**src/rtl/mcs_pkg.sv**
```systemverilog
package mcs_pkg;
  localparam int OP_W    = 6;
  localparam int FETCH_N = 4;
  localparam int ST_W    = 4;

  localparam logic [OP_W-1:0] OPC_RTYPE = 6'b000000,
                              OPC_LOAD  = 6'b100000,
                              OPC_STORE = 6'b101000,
                              OPC_BEQ   = 6'b000100,
                              OPC_JUMP  = 6'b000010;

  localparam logic [ST_W-1:0] S_FETCH0 = '0,
                              S_LAST_F = ST_W'(FETCH_N - 1),
                              S_DECODE = ST_W'(FETCH_N),
                              S_ADDR   = ST_W'(FETCH_N + 1),
                              S_MEMRD  = ST_W'(FETCH_N + 2),
                              S_LDWB   = ST_W'(FETCH_N + 3),
                              S_STORE  = ST_W'(FETCH_N + 4),
                              S_EXEC   = ST_W'(FETCH_N + 5),
                              S_RWB    = ST_W'(FETCH_N + 6),
                              S_BRANCH = ST_W'(FETCH_N + 7),
                              S_JUMP   = ST_W'(FETCH_N + 8);

  localparam logic [1:0] PCS_ALU = 2'b00, PCS_ALUREG = 2'b01, PCS_JUMP = 2'b10;
  localparam logic [1:0] OPB_REG = 2'b00, OPB_ONE = 2'b01, OPB_IMM = 2'b10, OPB_OFFS = 2'b11;
  localparam logic [1:0] CLS_ADD = 2'b00, CLS_SUB = 2'b01, CLS_FUNCT = 2'b10;

  typedef struct packed {
    logic [FETCH_N-1:0] ir_we;
    logic               pc_upd;
    logic               pc_upd_if_eq;
    logic [1:0]         pc_sel;
    logic               addr_from_alu;
    logic               mem_rd;
    logic               mem_wr;
    logic               opa_sel;
    logic [1:0]         opb_sel;
    logic [1:0]         alu_cls;
    logic               rf_we;
    logic               rf_dst_sel;
    logic               rf_wsrc_sel;
  } ctrl_t;
endpackage

```
**src/rtl/mcs_state_reg.sv**
```systemverilog
module mcs_state_reg #(
  parameter int            W       = 4,
  parameter logic [W-1:0]  RST_VAL = '0
) (
  input  logic         clk,
  input  logic         rst,
  input  logic [W-1:0] d,
  output logic [W-1:0] q
);
  always_ff @(posedge clk) begin
    if (rst) q <= RST_VAL;
    else     q <= d;
  end
endmodule

```
**src/rtl/mcs_next_state.sv**
```systemverilog
module mcs_next_state
  import mcs_pkg::*;
(
  input  logic [ST_W-1:0] st,
  input  logic [OP_W-1:0] opcode,
  output logic [ST_W-1:0] st_nxt
);
  always_comb begin
    st_nxt = S_FETCH0;
    if (st < S_LAST_F) begin
      st_nxt = st + ST_W'(1);
    end else begin
      case (st)
        S_LAST_F: st_nxt = S_DECODE;
        S_DECODE: begin
          case (opcode)
            OPC_LOAD, OPC_STORE: st_nxt = S_ADDR;
            OPC_RTYPE:           st_nxt = S_EXEC;
            OPC_BEQ:             st_nxt = S_BRANCH;
            OPC_JUMP:            st_nxt = S_JUMP;
            default:             st_nxt = S_FETCH0;
          endcase
        end
        S_ADDR: begin
          if (opcode == OPC_LOAD)       st_nxt = S_MEMRD;
          else if (opcode == OPC_STORE) st_nxt = S_STORE;
          else                          st_nxt = S_FETCH0;
        end
        S_MEMRD: st_nxt = S_LDWB;
        S_EXEC:  st_nxt = S_RWB;
        default: st_nxt = S_FETCH0;
      endcase
    end
  end
endmodule

```
**src/rtl/mcs_out_decode.sv**
```systemverilog
module mcs_out_decode
  import mcs_pkg::*;
(
  input  logic [ST_W-1:0] st,
  output ctrl_t           ctl
);
  logic [FETCH_N-1:0] fetch_hot;

  for (genvar k = 0; k < FETCH_N; k++) begin : g_fetch
    assign fetch_hot[k] = (st == ST_W'(k));
  end

  always_comb begin
    ctl = '0;
    if (|fetch_hot) begin
      ctl.ir_we   = fetch_hot;
      ctl.mem_rd  = 1'b1;
      ctl.pc_upd  = 1'b1;
      ctl.pc_sel  = PCS_ALU;
      ctl.opb_sel = OPB_ONE;
      ctl.alu_cls = CLS_ADD;
    end else begin
      case (st)
        S_DECODE: begin
          ctl.opb_sel = OPB_OFFS;
          ctl.alu_cls = CLS_ADD;
        end
        S_ADDR: begin
          ctl.opa_sel = 1'b1;
          ctl.opb_sel = OPB_IMM;
          ctl.alu_cls = CLS_ADD;
        end
        S_MEMRD: begin
          ctl.mem_rd        = 1'b1;
          ctl.addr_from_alu = 1'b1;
        end
        S_LDWB: begin
          ctl.rf_we       = 1'b1;
          ctl.rf_wsrc_sel = 1'b1;
        end
        S_STORE: begin
          ctl.mem_wr        = 1'b1;
          ctl.addr_from_alu = 1'b1;
        end
        S_EXEC: begin
          ctl.opa_sel = 1'b1;
          ctl.opb_sel = OPB_REG;
          ctl.alu_cls = CLS_FUNCT;
        end
        S_RWB: begin
          ctl.rf_we      = 1'b1;
          ctl.rf_dst_sel = 1'b1;
        end
        S_BRANCH: begin
          ctl.opa_sel      = 1'b1;
          ctl.opb_sel      = OPB_REG;
          ctl.alu_cls      = CLS_SUB;
          ctl.pc_upd_if_eq = 1'b1;
          ctl.pc_sel       = PCS_ALUREG;
        end
        S_JUMP: begin
          ctl.pc_upd = 1'b1;
          ctl.pc_sel = PCS_JUMP;
        end
        default: ctl = '0;
      endcase
    end
  end
endmodule

```
**src/rtl/mc_seq_ctrl.sv**
```systemverilog
module mc_seq_ctrl
  import mcs_pkg::*;
(
  input  logic                clk,
  input  logic                rst,
  input  logic [OP_W-1:0]     opcode,
  output logic [FETCH_N-1:0]  ir_byte_we,
  output logic                pc_upd,
  output logic                pc_upd_if_eq,
  output logic [1:0]          pc_sel,
  output logic                addr_from_alu,
  output logic                mem_rd,
  output logic                mem_wr,
  output logic                opa_sel,
  output logic [1:0]          opb_sel,
  output logic [1:0]          alu_cls,
  output logic                rf_we,
  output logic                rf_dst_sel,
  output logic                rf_wsrc_sel
);
  logic [ST_W-1:0] st_q;
  logic [ST_W-1:0] st_d;
  ctrl_t           ctl;

  mcs_state_reg #(.W(ST_W), .RST_VAL(S_FETCH0)) u_state (
    .clk (clk),
    .rst (rst),
    .d   (st_d),
    .q   (st_q)
  );

  mcs_next_state u_next (
    .st     (st_q),
    .opcode (opcode),
    .st_nxt (st_d)
  );

  mcs_out_decode u_dec (
    .st  (st_q),
    .ctl (ctl)
  );

  assign ir_byte_we    = ctl.ir_we;
  assign pc_upd        = ctl.pc_upd;
  assign pc_upd_if_eq  = ctl.pc_upd_if_eq;
  assign pc_sel        = ctl.pc_sel;
  assign addr_from_alu = ctl.addr_from_alu;
  assign mem_rd        = ctl.mem_rd;
  assign mem_wr        = ctl.mem_wr;
  assign opa_sel       = ctl.opa_sel;
  assign opb_sel       = ctl.opb_sel;
  assign alu_cls       = ctl.alu_cls;
  assign rf_we         = ctl.rf_we;
  assign rf_dst_sel    = ctl.rf_dst_sel;
  assign rf_wsrc_sel   = ctl.rf_wsrc_sel;
endmodule

```
**config.mk**
```make
export PLATFORM = sky130hd
export DESIGN_NAME = mc_seq_ctrl
export DESIGN_NICKNAME = d
export VERILOG_FILES = /design/src/rtl/mcs_pkg.sv /design/src/rtl/mcs_state_reg.sv /design/src/rtl/mcs_next_state.sv /design/src/rtl/mcs_out_decode.sv /design/src/rtl/mc_seq_ctrl.sv
export SDC_FILE = /design/constraint.sdc
export NUM_CORES = 1
export LEC_CHECK = 0
export BUFFER_PORTS_ARGS = -buffer_cell sky130_fd_sc_hd__buf_2
export CAP_MARGIN = 15
export CORE_AREA = 4 4 41 43
export DETAILED_ROUTE_END_ITERATION = 8
export DIE_AREA = 0 0 45 47
export PLACE_DENSITY = 0.69
export RECOVER_POWER = 100
export REMOVE_ABC_BUFFERS = 1
export SLEW_MARGIN = 10
export SYNTH_ARGS = -nofsm -noshare
export SYNTH_HDL_FRONTEND = slang
export SYNTH_HIERARCHICAL = 1
export SYNTH_SLANG_ARGS = --single-unit
```
**constraint.sdc**
```tcl
create_clock -name clk -period 3.37 [get_ports clk]
set_clock_uncertainty 0.2 [all_clocks]
set_input_delay 0.337 -clock clk [delete_from_list [all_inputs] [get_ports clk]]
set_output_delay 0.337 -clock clk [all_outputs]
set_load 0.02 [all_outputs]
```
After elaboration in Yosys (flattened, before gate mapping)

Index checks and enable logic that the tools add are counted.

Add/sub/neg operators: 1
$lt $le $gt $ge: 1
Equality and inequality tests: 16
Muxes and demuxes: 24
Reductions and logical operators: 7

Operators with widths:

| cell                | count |
|---|---|
| $pmux 4 s4          | 2 |
| $eq 4x4->1 const B  | 5 |
| $pmux 4 s5          | 1 |
| $eq 4x3->1 const B  | 4 |
| $mux 4              | 4 |
| $eq 6x6->1 const B  | 2 |
| $mux 1              | 12 |
| $eq 4x2->1 const B  | 2 |
| $eq 6x2->1 const B  | 1 |
| $eq 6x3->1 const B  | 1 |
| $logic_not 6->1     | 1 |
| $reduce_or 2->1     | 3 |
| $mux 5              | 1 |
| $add 4x1->4 const B | 1 |
| $eq 4x1->1 const B  | 1 |
| $logic_not 4->1     | 1 |
| $lt 4x2->1 const B  | 1 |
| $mux 2              | 2 |
| $pmux 2 s2          | 1 |
| $reduce_or 4->1     | 1 |
| $mux 3              | 1 |
| $reduce_or 3->1     | 1 |

Register bits: 4
Input bits: 8
Output and inout bits: 19
Word-level logic and storage cells: 50

Longest topological paths before layout

Depth after elaboration: 5
Depth in mapped cells: 6
Gate-level depth less buffers: 6

By module

The synthesis kept the hierarchy.

By module, submodules not included:

| module         | times used | cells an instance | area each (um^2) | seq. area each (um^2) |
|---|---|---|---|---|
| mcs_next_state | 1          | 32                | 232.7            | 0.0 |
| mcs_out_decode | 1          | 29                | 160.2            | 0.0 |
| mcs_state_reg  | 1          | 8                 | 105.1            | 80.1 |

Worst setup path after synthesis

No wires, ideal clock.

Kind: flip-flop to output port
Start: reg u_state.q[3]
End: out pc_sel[0]
Arrival time: 1.357 ns
Data required time: 2.833 ns
Path slack: 1.476 ns
Cell stages (with the launch flop): 4
Buffers on the path: 1
Cells stage by stage: dfxtp_1 -> nand2b_1 -> nor2_1 -> buf_4

Longest elaborated chain between the ends: 3
Elaborated cells between the ends (all ways): 9
Those cells by class: 5 x eq/ne; 2 x mux; 2 x reduce/logical

Ends and longest elaborated chain:

| element                                              | RTL line                                   | source |
|---|---|---|
| from (decl)                                          | mcs_state_reg.sv:8                         | `output logic [W-1:0] q` |
| from (signal assigned)                               | mcs_state_reg.sv:11                        | `if (rst) q <= RST_VAL;` |
| from (signal assigned)                               | mcs_state_reg.sv:12                        | `else q <= d;` |
| $eq 4x4->1 (tied with other cells)                   | mcs_out_decode.sv:23                       | `case (st)` |
| $pmux 2 s2 / $reduce_or 4->1 (equally long branches) | mcs_out_decode.sv:23, mcs_out_decode.sv:15 |  |
| $mux 2 (*)                                           | mcs_out_decode.sv:15                       | `if (\|fetch_hot) begin` |
| to (decl)                                            | mc_seq_ctrl.sv:10                          | `output logic [1:0] pc_sel,` |

Mark *: on every way between the ends. The rest lies on a longest branch, timed or not.

Worst setup path in the final report

Start: reg u_state.q[2]
End: reg u_state.q[2]

Longest elaborated chain between the ends: 3
Elaborated cells between the ends (all ways): 9
Those cells by class: 1 x add/sub; 1 x order compare; 5 x eq/ne; 2 x mux

Ends and longest elaborated chain:

| element                            | RTL line             | source |
|---|---|---|
| $eq 4x4->1 (tied with other cells) | mcs_next_state.sv:13 | `case (st)` |
| $pmux 4 s5                         | mcs_next_state.sv:13 |  |
| $mux 4 (*)                         | mcs_next_state.sv:10 | `if (st < S_LAST_F) begin` |
| via st_d[2]                        | mc_seq_ctrl.sv:22    | `logic [ST_W-1:0] st_d;` |

Mark *: on every way through the listed nets, which the timed path passes. The rest lies on a longest branch.
A chain may end at the register's enable or synchronous reset.

==> metrics list <==
- Fin Hold WS: 108 ps
- Dividing the final minimum period by the clock period gives 0.620.
* Register with the highest flop count: u_state/q
- Count of pins over their slew limit: 0
* First-pass GRT wire length: 1970 microns
* Register area share after synthesis: 0.161
- CTS built an H-tree with a depth of 1.
- The region available for standard cell placement spans 1300 sq um.
* Combined area of the multi-input logic cells: 358 sq um
* Worst slew slack as a fraction of its limit: 0.441
- From bottom edge to top edge, the die measures 47 microns.
- Seq cells post-synth: 4
- Share of cells above drive strength 1: 0.168
- In the final timing run, aggregate negative setup slack is 0 ps.
- After clock tree synthesis, the flow added hold-fix buffers numbering 0.
- In this run the static leakage power is 0.249 nW.
* Last weighted congestion value of the routability-driven placer: 0.772
- Measured along the x axis, the die boundary spans 45 microns.
- Filler cell count: 147
- Kind of capture point of the worst setup path: register
* Root buffer cell: sky130_fd_sc_hd__clkbuf_4
- After clock tree synthesis, the setup repair step added 0 buffers.
* Vias in the first global route: 463
- For this run, the leading register cell type out of synthesis is sky130_fd_sc_hd__dfxtp_1.
- Setup repair after global routing left no endpoint under its margin.
- Final Setup Violations: 0
- The critical path ends at u_state/q[2].
- Total via count in the routed design: 546
- Entering global routing, the biggest net connects 14 pins.
* Number of buffers between clock root and the deepest sink: 2
* Count of distinct cell types in the synthesized netlist: 29
* Pre-Repair DR Iteration Count: 3
* Worst setup path class: reg2reg
- Worst reg2reg startpoint: u_state/q[2]
* Endpoints failing hold: 0
* Number of cells after detailed placement: 107
- Across the whole layout, storage elements account for 80.1 sq um.
- Detailed Route WL: 1220 microns
- The cell count after synthesis came out at 69.
- Syn-to-layout area delta: 22.1%
- The tree built by TritonCTS fans out to 4 sinks.
* Worst-margin pin slew: 827 ps
- Avg Inst Size Synth: 7.22 sq um
- Reg2Reg Depth: 4
* Clk pin slew, worst setup/hold paths: 30 ps
- Ranked by total cell area, the synthesized netlist is headed by sky130_fd_sc_hd__dfxtp_1, sky130_fd_sc_hd__nor2_1, sky130_fd_sc_hd__ha_1.
* Worst endpoint required time: 3340 ps
* TritonCTS buffer count: 3
- Worst IR Drop VDD: 0.143 mV
* Area share of the largest cell type after synthesis: 0.161
* Post-layout nets: 109
* Cell accounting for the most synthesized area: sky130_fd_sc_hd__dfxtp_1
- The register with the most flip-flops in the layout has 4 of them.
* Clock network latency to the later pin of the worst-skew pair: 230 ps
- Across the run, the number of max-cap violations was 0.
- Worst path setup slack after routing: 1280 ps
* GRT Total Usage: 0.121
- Antenna-violating nets left: 0
- After layout, the minimum clock period comes to 2090 ps.
- Setup slack, reg-to-reg: 1280 ps
- The most common cell in the synthesized netlist is sky130_fd_sc_hd__nor2_1.
- I/O pin total: 27
- For this design the ratio of total power to cell area is 368 nW/um^2.
* CP Max Fanout: 13
- Clock tree from TritonCTS: done
- Total gr overflow: 0
- Derived from the worst setup path, the maximum achievable clock frequency is 0.478 GHz.
- The initialized floorplan defines 13 standard-cell rows.
- IO buf count: 26
* Pre-CTS worst setup slack: 1580 ps
* Cell area after synthesis: 498 sq um
* Arrival time of data at the critical path endpoint: 2060 ps
- After detailed routing, the number of remaining DRC violations is 0.
- The initial antenna violation count was 0.
- Dividing the detail-routed wire length by the instance count gives 11.1 microns.
* Run status: finished, final reports clean
* Inserted Diodes: 0
* Synth warn: 6
- Capture point of the worst reg-to-reg path: u_state/q[2]
- Number of design-rule violations left by the first detailed-router iteration: 8
- The worst hold path belongs to the class in2reg.
* Registers with the highest flip-flop counts: u_state/q: 4 flops
- Non-filler cells, final: 110
* Area of the die: 2120 sq um
* Number of flops mapped to enable cells by yosys: 0
* Crit path launch type: register
- Post-Route Utilization: 0.467
- For this configuration, the core starts out at a cell density of 0.383.
* Crit. Startpoint: u_state/q[2]
- Placed wire-length estimate after detailed placement: 962 microns
* Synth top cells by count: sky130_fd_sc_hd__nor2_1, sky130_fd_sc_hd__inv_1, sky130_fd_sc_hd__nor2b_1
- Async SR Flop Fraction: 0
- In the routed layout, each cell is associated on average with a via count of 4.96.
- In this run, post-CTS repair resized a total of 0 instances.
[worst min-delay path by stage]
| stage | startpoint | end | slack (ps) | depth (start not counted) |
|---|---|---|---|---|
| detailed placement | rst | u_state/q[1] | 350 | 2 |
| finish | rst | u_state/q[1] | 110 | 2 |
| global placement | rst | u_state/q[1] | 350 | 2 |
| global route | rst | u_state/q[1] | 130 | 2 |
| floorplan | rst | u_state/q[0] | 210 | 1 |
| CTS | rst | u_state/q[1] | 110 | 2 |
[logic make-up after synthesis]
| kind of cell | share of synthesized area |
|---|---|
| AND/OR/NAND/NOR | 0.442 |
| AO/OA/AOI/OAI | 0.186 |
| buffers and inverters | 0.0904 |
| adder cells (fa/ha/maj) | 0.101 |
| flip-flops | 0.161 |
| multiplexers | 0.0201 |
[layout by cell type, fill, tap and decap left out, drive strengths merged, types with 3 or more instances in the layout]
cell / instances
buf: 10
clkbuf: 19
a21oi: 4
nor2b: 5
nand2b: 4
nor2: 14
nand2: 5
ha: 4
inv: 5
o22ai: 3
dfxtp: 4
[metal layers]
layer	vias up	routed length, microns	track usage
met3	2	150	0.00383
met5	-	0	0
met4	0	19	0.0526
met1	224	549	0.152
met2	28	500	0.215
li1	292	-	-
[area by class of cell]
class | count | area share
multi-input combinational | 57 | 0.588
tap | 15 | 0.0309
timing repair buffer | 26 | 0.181
clock buffer | 3 | 0.0370
sequential | 4 | 0.132
inverter | 5 | 0.0309
[power breakdown]
part	switching, W	total [W]	internal, W
combinational	0.0000622	0.000100	0.0000382
clock	0.0000187	0.0000585	0.0000398
sequential	0.0000116	0.0000649	0.0000532
total	0.0000926	0.000224	0.000131
[worst max-delay path, cell delays in order, from the launching register on]
cell and delay, ps:
sky130_fd_sc_hd__dfxtp_1 540, sky130_fd_sc_hd__nor4b_1 730, sky130_fd_sc_hd__nand2_2 110, sky130_fd_sc_hd__o311ai_0 280
sky130_fd_sc_hd__nor2b_1 160
[through the flow]
stage                     total power [W]  instance area, sq um
after floorplan                  0.000138                   472
after global placement           0.000169                   621
after detailed placement         0.000170                   621
after CTS                        0.000229                   643
after global routing             0.000239                   608
final                            0.000224                   608
Note: power is estimated with default switching activity, not from simulation.
